**config.mk**
```make
export PLATFORM = sky130hd
export DESIGN_NAME = usb_cfg_regs
export DESIGN_NICKNAME = d
export VERILOG_FILES = /design/src/rtl/usb_cfg_pkg.sv /design/src/rtl/usb_cfg_cmd_track.sv /design/src/rtl/usb_cfg_field_wr.sv /design/src/rtl/usb_cfg_regs.sv
export SDC_FILE = /design/constraint.sdc
export NUM_CORES = 1
export LEC_CHECK = 0
export BUFFER_PORTS_ARGS = -buffer_cell sky130_fd_sc_hd__buf_4
export CORE_MARGIN = 1
export CORE_UTILIZATION = 42
export DETAILED_ROUTE_END_ITERATION = 7
export PLACE_DENSITY_LB_ADDON = 0.2
export RECOVER_POWER = 50
export SLEW_MARGIN = 10
export SYNTH_ARGS = -nofsm -noshare
export SYNTH_HDL_FRONTEND = slang
export SYNTH_SLANG_ARGS = --single-unit
```
**constraint.sdc**
```tcl
create_clock -name clk -period 3.71 [get_ports clk]
set_input_delay 0.371 -clock clk [delete_from_list [all_inputs] [get_ports clk]]
set_output_delay 0.371 -clock clk [all_outputs]
set_load 0.01 [all_outputs]
```
**src/rtl/usb_cfg_pkg.sv**
```systemverilog
package usb_cfg_pkg;

    parameter int BYTE_W    = 8;
    parameter int ADDR_W    = 7;
    parameter int PKT_W     = 10;
    parameter int OFF_W     = 8;
    parameter int MODE_MAX  = 4;
    localparam int IDX_W    = $clog2(MODE_MAX + 1);
    localparam int PKT_HI_W = PKT_W - BYTE_W;

    parameter logic [BYTE_W-1:0] OP_ADDR = 8'hD0;
    parameter logic [BYTE_W-1:0] OP_EPEN = 8'hD8;
    parameter logic [BYTE_W-1:0] OP_MODE = 8'hF3;

    localparam int FLAG_FIFO = 2;
    localparam int FLAG_KEEP = 1;
    localparam int FLAG_NAK  = 0;

    typedef enum logic [1:0] {
        CMD_NONE = 2'd0,
        CMD_ADDR = 2'd1,
        CMD_EPEN = 2'd2,
        CMD_MODE = 2'd3
    } cmd_kind_e;

    typedef struct packed {
        logic              addr_valid;
        logic [ADDR_W-1:0] dev_addr;
        logic              ep_enable;
        logic              fifo_active;
        logic              clk_keepalive;
        logic              nak_irq_en;
        logic [PKT_W-1:0]  iso_pkt_size;
        logic [OFF_W-1:0]  fifo_offset;
    } cfg_t;

    localparam cfg_t CFG_RESET = '{
        addr_valid:    1'b0,
        dev_addr:      '0,
        ep_enable:     1'b0,
        fifo_active:   1'b1,
        clk_keepalive: 1'b1,
        nak_irq_en:    1'b1,
        iso_pkt_size:  '0,
        fifo_offset:   '0
    };

    function automatic cmd_kind_e decode_op(input logic [BYTE_W-1:0] op);
        if (op == OP_ADDR)      return CMD_ADDR;
        else if (op == OP_EPEN) return CMD_EPEN;
        else if (op == OP_MODE) return CMD_MODE;
        else                    return CMD_NONE;
    endfunction

    function automatic logic [IDX_W-1:0] byte_limit(input cmd_kind_e k);
        case (k)
            CMD_ADDR: return IDX_W'(1);
            CMD_EPEN: return IDX_W'(1);
            CMD_MODE: return IDX_W'(MODE_MAX);
            default:  return '0;
        endcase
    endfunction

endpackage

```
**src/rtl/usb_cfg_cmd_track.sv**
```systemverilog
module usb_cfg_cmd_track
    import usb_cfg_pkg::*;
(
    input  logic              clk,
    input  logic              rst,
    input  logic              cmd_stb,
    input  logic              data_stb,
    input  logic [BYTE_W-1:0] wr_byte,
    output cmd_kind_e         cmd_kind,
    output logic [IDX_W-1:0]  byte_idx,
    output logic              arg_we
);

    typedef struct packed {
        cmd_kind_e        kind;
        logic [IDX_W-1:0] idx;
    } trk_t;

    trk_t trk_d, trk_q;

    always_comb begin
        trk_d  = trk_q;
        arg_we = 1'b0;
        if (cmd_stb) begin
            trk_d.kind = decode_op(wr_byte);
            trk_d.idx  = '0;
        end else if (data_stb) begin
            arg_we = (trk_q.idx < byte_limit(trk_q.kind));
            if (trk_q.idx != IDX_W'(MODE_MAX)) begin
                trk_d.idx = trk_q.idx + IDX_W'(1);
            end
        end
    end

    always_ff @(posedge clk) begin
        if (rst) begin
            trk_q <= '{kind: CMD_NONE, idx: '0};
        end else begin
            trk_q <= trk_d;
        end
    end

    assign cmd_kind = trk_q.kind;
    assign byte_idx = trk_q.idx;

endmodule

```
**src/rtl/usb_cfg_field_wr.sv**
```systemverilog
module usb_cfg_field_wr
    import usb_cfg_pkg::*;
(
    input  logic              clk,
    input  logic              rst,
    input  logic              arg_we,
    input  cmd_kind_e         cmd_kind,
    input  logic [IDX_W-1:0]  byte_idx,
    input  logic [BYTE_W-1:0] wr_byte,
    output cfg_t              cfg
);

    cfg_t cfg_d, cfg_q;

    always_comb begin
        cfg_d = cfg_q;
        if (arg_we) begin
            unique case (cmd_kind)
                CMD_ADDR: begin
                    cfg_d.addr_valid = wr_byte[BYTE_W-1];
                    cfg_d.dev_addr   = wr_byte[ADDR_W-1:0];
                end
                CMD_EPEN: begin
                    cfg_d.ep_enable = wr_byte[0];
                end
                CMD_MODE: begin
                    case (byte_idx)
                        IDX_W'(0): begin
                            cfg_d.fifo_active   = wr_byte[FLAG_FIFO];
                            cfg_d.clk_keepalive = wr_byte[FLAG_KEEP];
                            cfg_d.nak_irq_en    = wr_byte[FLAG_NAK];
                        end
                        IDX_W'(1): cfg_d.iso_pkt_size[BYTE_W-1:0] = wr_byte;
                        IDX_W'(2): cfg_d.iso_pkt_size[PKT_W-1:BYTE_W] =
                                       wr_byte[PKT_HI_W-1:0];
                        IDX_W'(3): cfg_d.fifo_offset = wr_byte[OFF_W-1:0];
                        default: ;
                    endcase
                end
                default: ;
            endcase
        end
    end

    always_ff @(posedge clk) begin
        if (rst) begin
            cfg_q <= CFG_RESET;
        end else begin
            cfg_q <= cfg_d;
        end
    end

    assign cfg = cfg_q;

endmodule

```
**src/rtl/usb_cfg_regs.sv**
```systemverilog
module usb_cfg_regs
    import usb_cfg_pkg::*;
(
    input  logic        clk,
    input  logic        rst,
    input  logic        cmd_stb,
    input  logic        data_stb,
    input  logic [7:0]  wr_byte,
    output logic        addr_valid,
    output logic [6:0]  dev_addr,
    output logic        ep_enable,
    output logic        fifo_active,
    output logic        clk_keepalive,
    output logic        nak_irq_en,
    output logic [9:0]  iso_pkt_size,
    output logic [7:0]  fifo_offset
);

    cmd_kind_e        cmd_kind;
    logic [IDX_W-1:0] byte_idx;
    logic             arg_we;
    cfg_t             cfg;

    usb_cfg_cmd_track u_track (
        .clk      (clk),
        .rst      (rst),
        .cmd_stb  (cmd_stb),
        .data_stb (data_stb),
        .wr_byte  (wr_byte),
        .cmd_kind (cmd_kind),
        .byte_idx (byte_idx),
        .arg_we   (arg_we)
    );

    usb_cfg_field_wr u_fields (
        .clk      (clk),
        .rst      (rst),
        .arg_we   (arg_we),
        .cmd_kind (cmd_kind),
        .byte_idx (byte_idx),
        .wr_byte  (wr_byte),
        .cfg      (cfg)
    );

    assign addr_valid    = cfg.addr_valid;
    assign dev_addr      = cfg.dev_addr;
    assign ep_enable     = cfg.ep_enable;
    assign fifo_active   = cfg.fifo_active;
    assign clk_keepalive = cfg.clk_keepalive;
    assign nak_irq_en    = cfg.nak_irq_en;
    assign iso_pkt_size  = cfg.iso_pkt_size;
    assign fifo_offset   = cfg.fifo_offset;

endmodule

```
==> results.sh <==
export IMPL_worst_r2r_path_depth=6
export IMPL_final_common_cell="nand2b_1"
export IMPL_synth_xor_area_share_pct=0.525
export IMPL_setup_tns_ps=0
export IMPL_cts_tree="done"
export IMPL_vias=1298
export IMPL_grt_util_all_layers_pct=20.3
export IMPL_wirelength_mm=3.71
export IMPL_syn_avg_cell_area_um2=10.2
export IMPL_viasPerCell=5.13
export IMPL_p_clk_share_pct=39.8
export IMPL_synth_cells=164
export IMPL_cts_resized=0
export IMPL_die_y_um=65.0
export IMPL_hold_viol=0
export IMPL_totalPowerFinal_uw=701
export IMPL_setup_viol=0
export IMPL_max_freq_ghz=0.478
export IMPL_rrSetupSlack_ps=1620
export IMPL_first_pass_iters=4
export IMPL_grt_overflow=0
export IMPL_synthMuxAreaShare_pct=18.6
export IMPL_start_kind="register"
export IMPL_critPathSlowestCell="nor3_2"
export IMPL_cts_root_buffer="clkbuf_8"
export IMPL_grt_max_degree=48
export IMPL_pwr_share_comb_pct=6.3
export IMPL_synth_compound_area_share_pct=3.45
export IMPL_h_tree_depth=2
export IMPL_synthTopCellsByArea="dfxtp_1, mux2i_1, nand2b_1"
export IMPL_yosys_area_share_simple_pct=24.5
export IMPL_sw_frac_of_total_pct=22.6
export IMPL_peakVddDrop_mv=0.257
export IMPL_reg2reg_to="u_fields.cfg[6]"
export IMPL_io_pin_count=42
export IMPL_drv_slew=48
export IMPL_diodes=0
export IMPL_ant_nets=0
export IMPL_ys_seq_area_share_pct=42.0
export IMPL_crit_path_max_incr_delay_ps=510
export IMPL_ys_warn_count=0
export IMPL_clkTransAtPathRegs_ps=70
export IMPL_grt_pass1_vias=1323
export IMPL_drive_gt1_share_pct=9.76
export IMPL_post_route_util_pct=52.6
export IMPL_grt_pass1_wl_mm=6.42
export IMPL_routedWlPerCell_um=14.7
export IMPL_cts_buffers=5
export IMPL_clock_latency_ps=290
export IMPL_io_buffer_count=41
export IMPL_min_from="cmd_stb"
export IMPL_coreArea_mm2=0.00374
export IMPL_maxCapViolations=1
export IMPL_rsz0062_at_grt="false"
export IMPL_holdPathStages=2
export IMPL_synth_cell_type_count=29
export IMPL_nNetsFinal=227
export IMPL_die_x_um=65.0
export IMPL_fin_skew_ps=3.19
export IMPL_tightest_slew_ps=1550
export IMPL_path_max_fanout=5
export IMPL_synth_seq_cells=35
export IMPL_final_cell_mix="nand2b_1, dfxtp_1, clkbuf_1"
export IMPL_antenna_found_initial=0
export IMPL_cts_setup_buffers=0
export IMPL_holdPathEnd="u_track.byte_idx[0]"
export IMPL_netlist_area_mm2=0.00167
export IMPL_synth_top_family_by_area="simple AND/OR/NAND/NOR gates"
export IMPL_synth_fa_ha_area_share_pct=7.50
export IMPL_rows=22
export IMPL_p_leak_uw=0.000828
export IMPL_initial_core_util_pct=44.6
export IMPL_yosys_area_top_type="dfxtp_1"
export IMPL_drc=0
export IMPL_clock_sinks=35
export IMPL_endpoint_kind="register"
export IMPL_ctsHoldBuffers=0
export IMPL_min_period_ps=2090
export IMPL_crit_required_ps=3910
export IMPL_violations="max-capacitance violations, max-slew violations"
export IMPL_hold_path_class="in -> reg"
export IMPL_r2r_start="u_track.cmd_kind[1]"
export IMPL_p_sw_uw=159
export IMPL_crit_top_cell="ha_1"
export IMPL_arrival_ps=2300
export IMPL_syn_num_nets=186
export IMPL_dp_hpwl_mm=2.65
export IMPL_p_per_area_mw_per_mm2=356
export IMPL_slew_headroom_pct=-3.07
export IMPL_syn_to_final_growth_pct=18.1
export IMPL_status="finished, violations left"
export IMPL_first_iter_violations=35
export IMPL_intPower_uw=543
export IMPL_worstSetupPathType="reg -> reg"
export IMPL_crit_chain="ha_1, inv_1, ha_1, or3b_4, nor3_2, mux2i_1"
export IMPL_clockBufferDepth=2
export IMPL_synth_top_area_share_pct=42.0
export IMPL_dieArea_mm2=0.00423
export IMPL_pwr_share_seq_pct=53.9
export IMPL_gp_congestion=0.757
export IMPL_finalCritPeriodShare_pct=56.4
-- state kept, by name, indices dropped and copies added (netlist names) --
register	count
u_fields.cfg	30
u_track.cmd_kind	2
u_track.byte_idx	3
-- critical path: cells and delay by family (launching register included) --
kind | cells | cell delay (ps)
flops | 1 | 390
simple gates | 2 | 920
fa+ha+maj | 2 | 360
mux | 1 | 290
buf+inv | 1 | 40
-- cell type report --
class                   instances  area [um2]
inverters                       6        22.5
clock inverters                 1        5.00
repair buffers                 41         188
flip-flops and latches         35         701
clock buffers                   6        82.6
fillers                       401        1770
multi-input cells             116         911
well taps                      48        60.1
-- per-stage QoR --
step                setup WS (ps)  hold slack (ps)  instance area, um2  cells
global placement             1710              462                2000    246
finish                       1620              320                1970    253
CTS                          1620              313                2090    253
floorplan                    1730              448                1670    164
global route                 1440              320                1970    253
detailed placement           1630              466                2000    246
-- metal layers --
metal  vias to the layer above  track usage, %  share of wire, %
met5                         -               0                 0
met4                         0            8.42               2.2
met3                         9            5.99               5.3
met2                        37            32.9                47
met1                       619            24.9                46
li1                        633               -                 -
-- power by group through the flow --
stage	logic [uW]	clock network [uW]	registers [uW]
after floorplan	24.7	0	386
after CTS	44.5	286	378
after detailed placement	44.3	0	386
after global placement	42.9	0	386
final	44.1	279	378
after global routing	48.9	306	378
-- synthesized netlist by cell type --
cell        n
nand2b_1   37
dfxtp_1    35
mux2i_1    31
ha_1       10
nor2_1      7
clkbuf_1    6
inv_1       6
nand2_1     4
nor3_1      4
a21oi_1     2
and4b_1     2
nand3_1     2
o31ai_1     2
a21boi_0    1
and3_1      1
buf_6       1
nor2b_1     1
nor3_2      1
nor3b_1     1
nor4_1      1
nor4_2      1
nor4b_1     1
o2111ai_1   1
o211ai_1    1
o31a_1      1
or3_1       1
or3b_4      1
or4_4       1
xnor2_1     1
-- worst max path at each step --
stage / start / endpoint / slack [ps] / cells after the start
after CTS: u_track.cmd_kind[1] / u_fields.cfg[17] / 1620 / 6
after floorplan: u_track.cmd_kind[1] / u_fields.cfg[8] / 1730 / 7
after detailed placement: u_track.cmd_kind[1] / u_fields.cfg[12] / 1630 / 6
after global routing: u_track.cmd_kind[1] / u_fields.cfg[6] / 1440 / 6
final: u_track.cmd_kind[1] / u_fields.cfg[6] / 1620 / 6
after global placement: u_track.cmd_kind[1] / u_fields.cfg[8] / 1710 / 6
-- logic make-up after synthesis --
family | Yosys count
AOI/OAI and AO/OA | 8
buffers and inverters | 13
and+or+nand+nor | 66
adders and majority gates | 10
muxes | 31
DFF | 35
xor gates and xnor gates | 1
No activity file was read; power rests on OpenSTA's default activity.
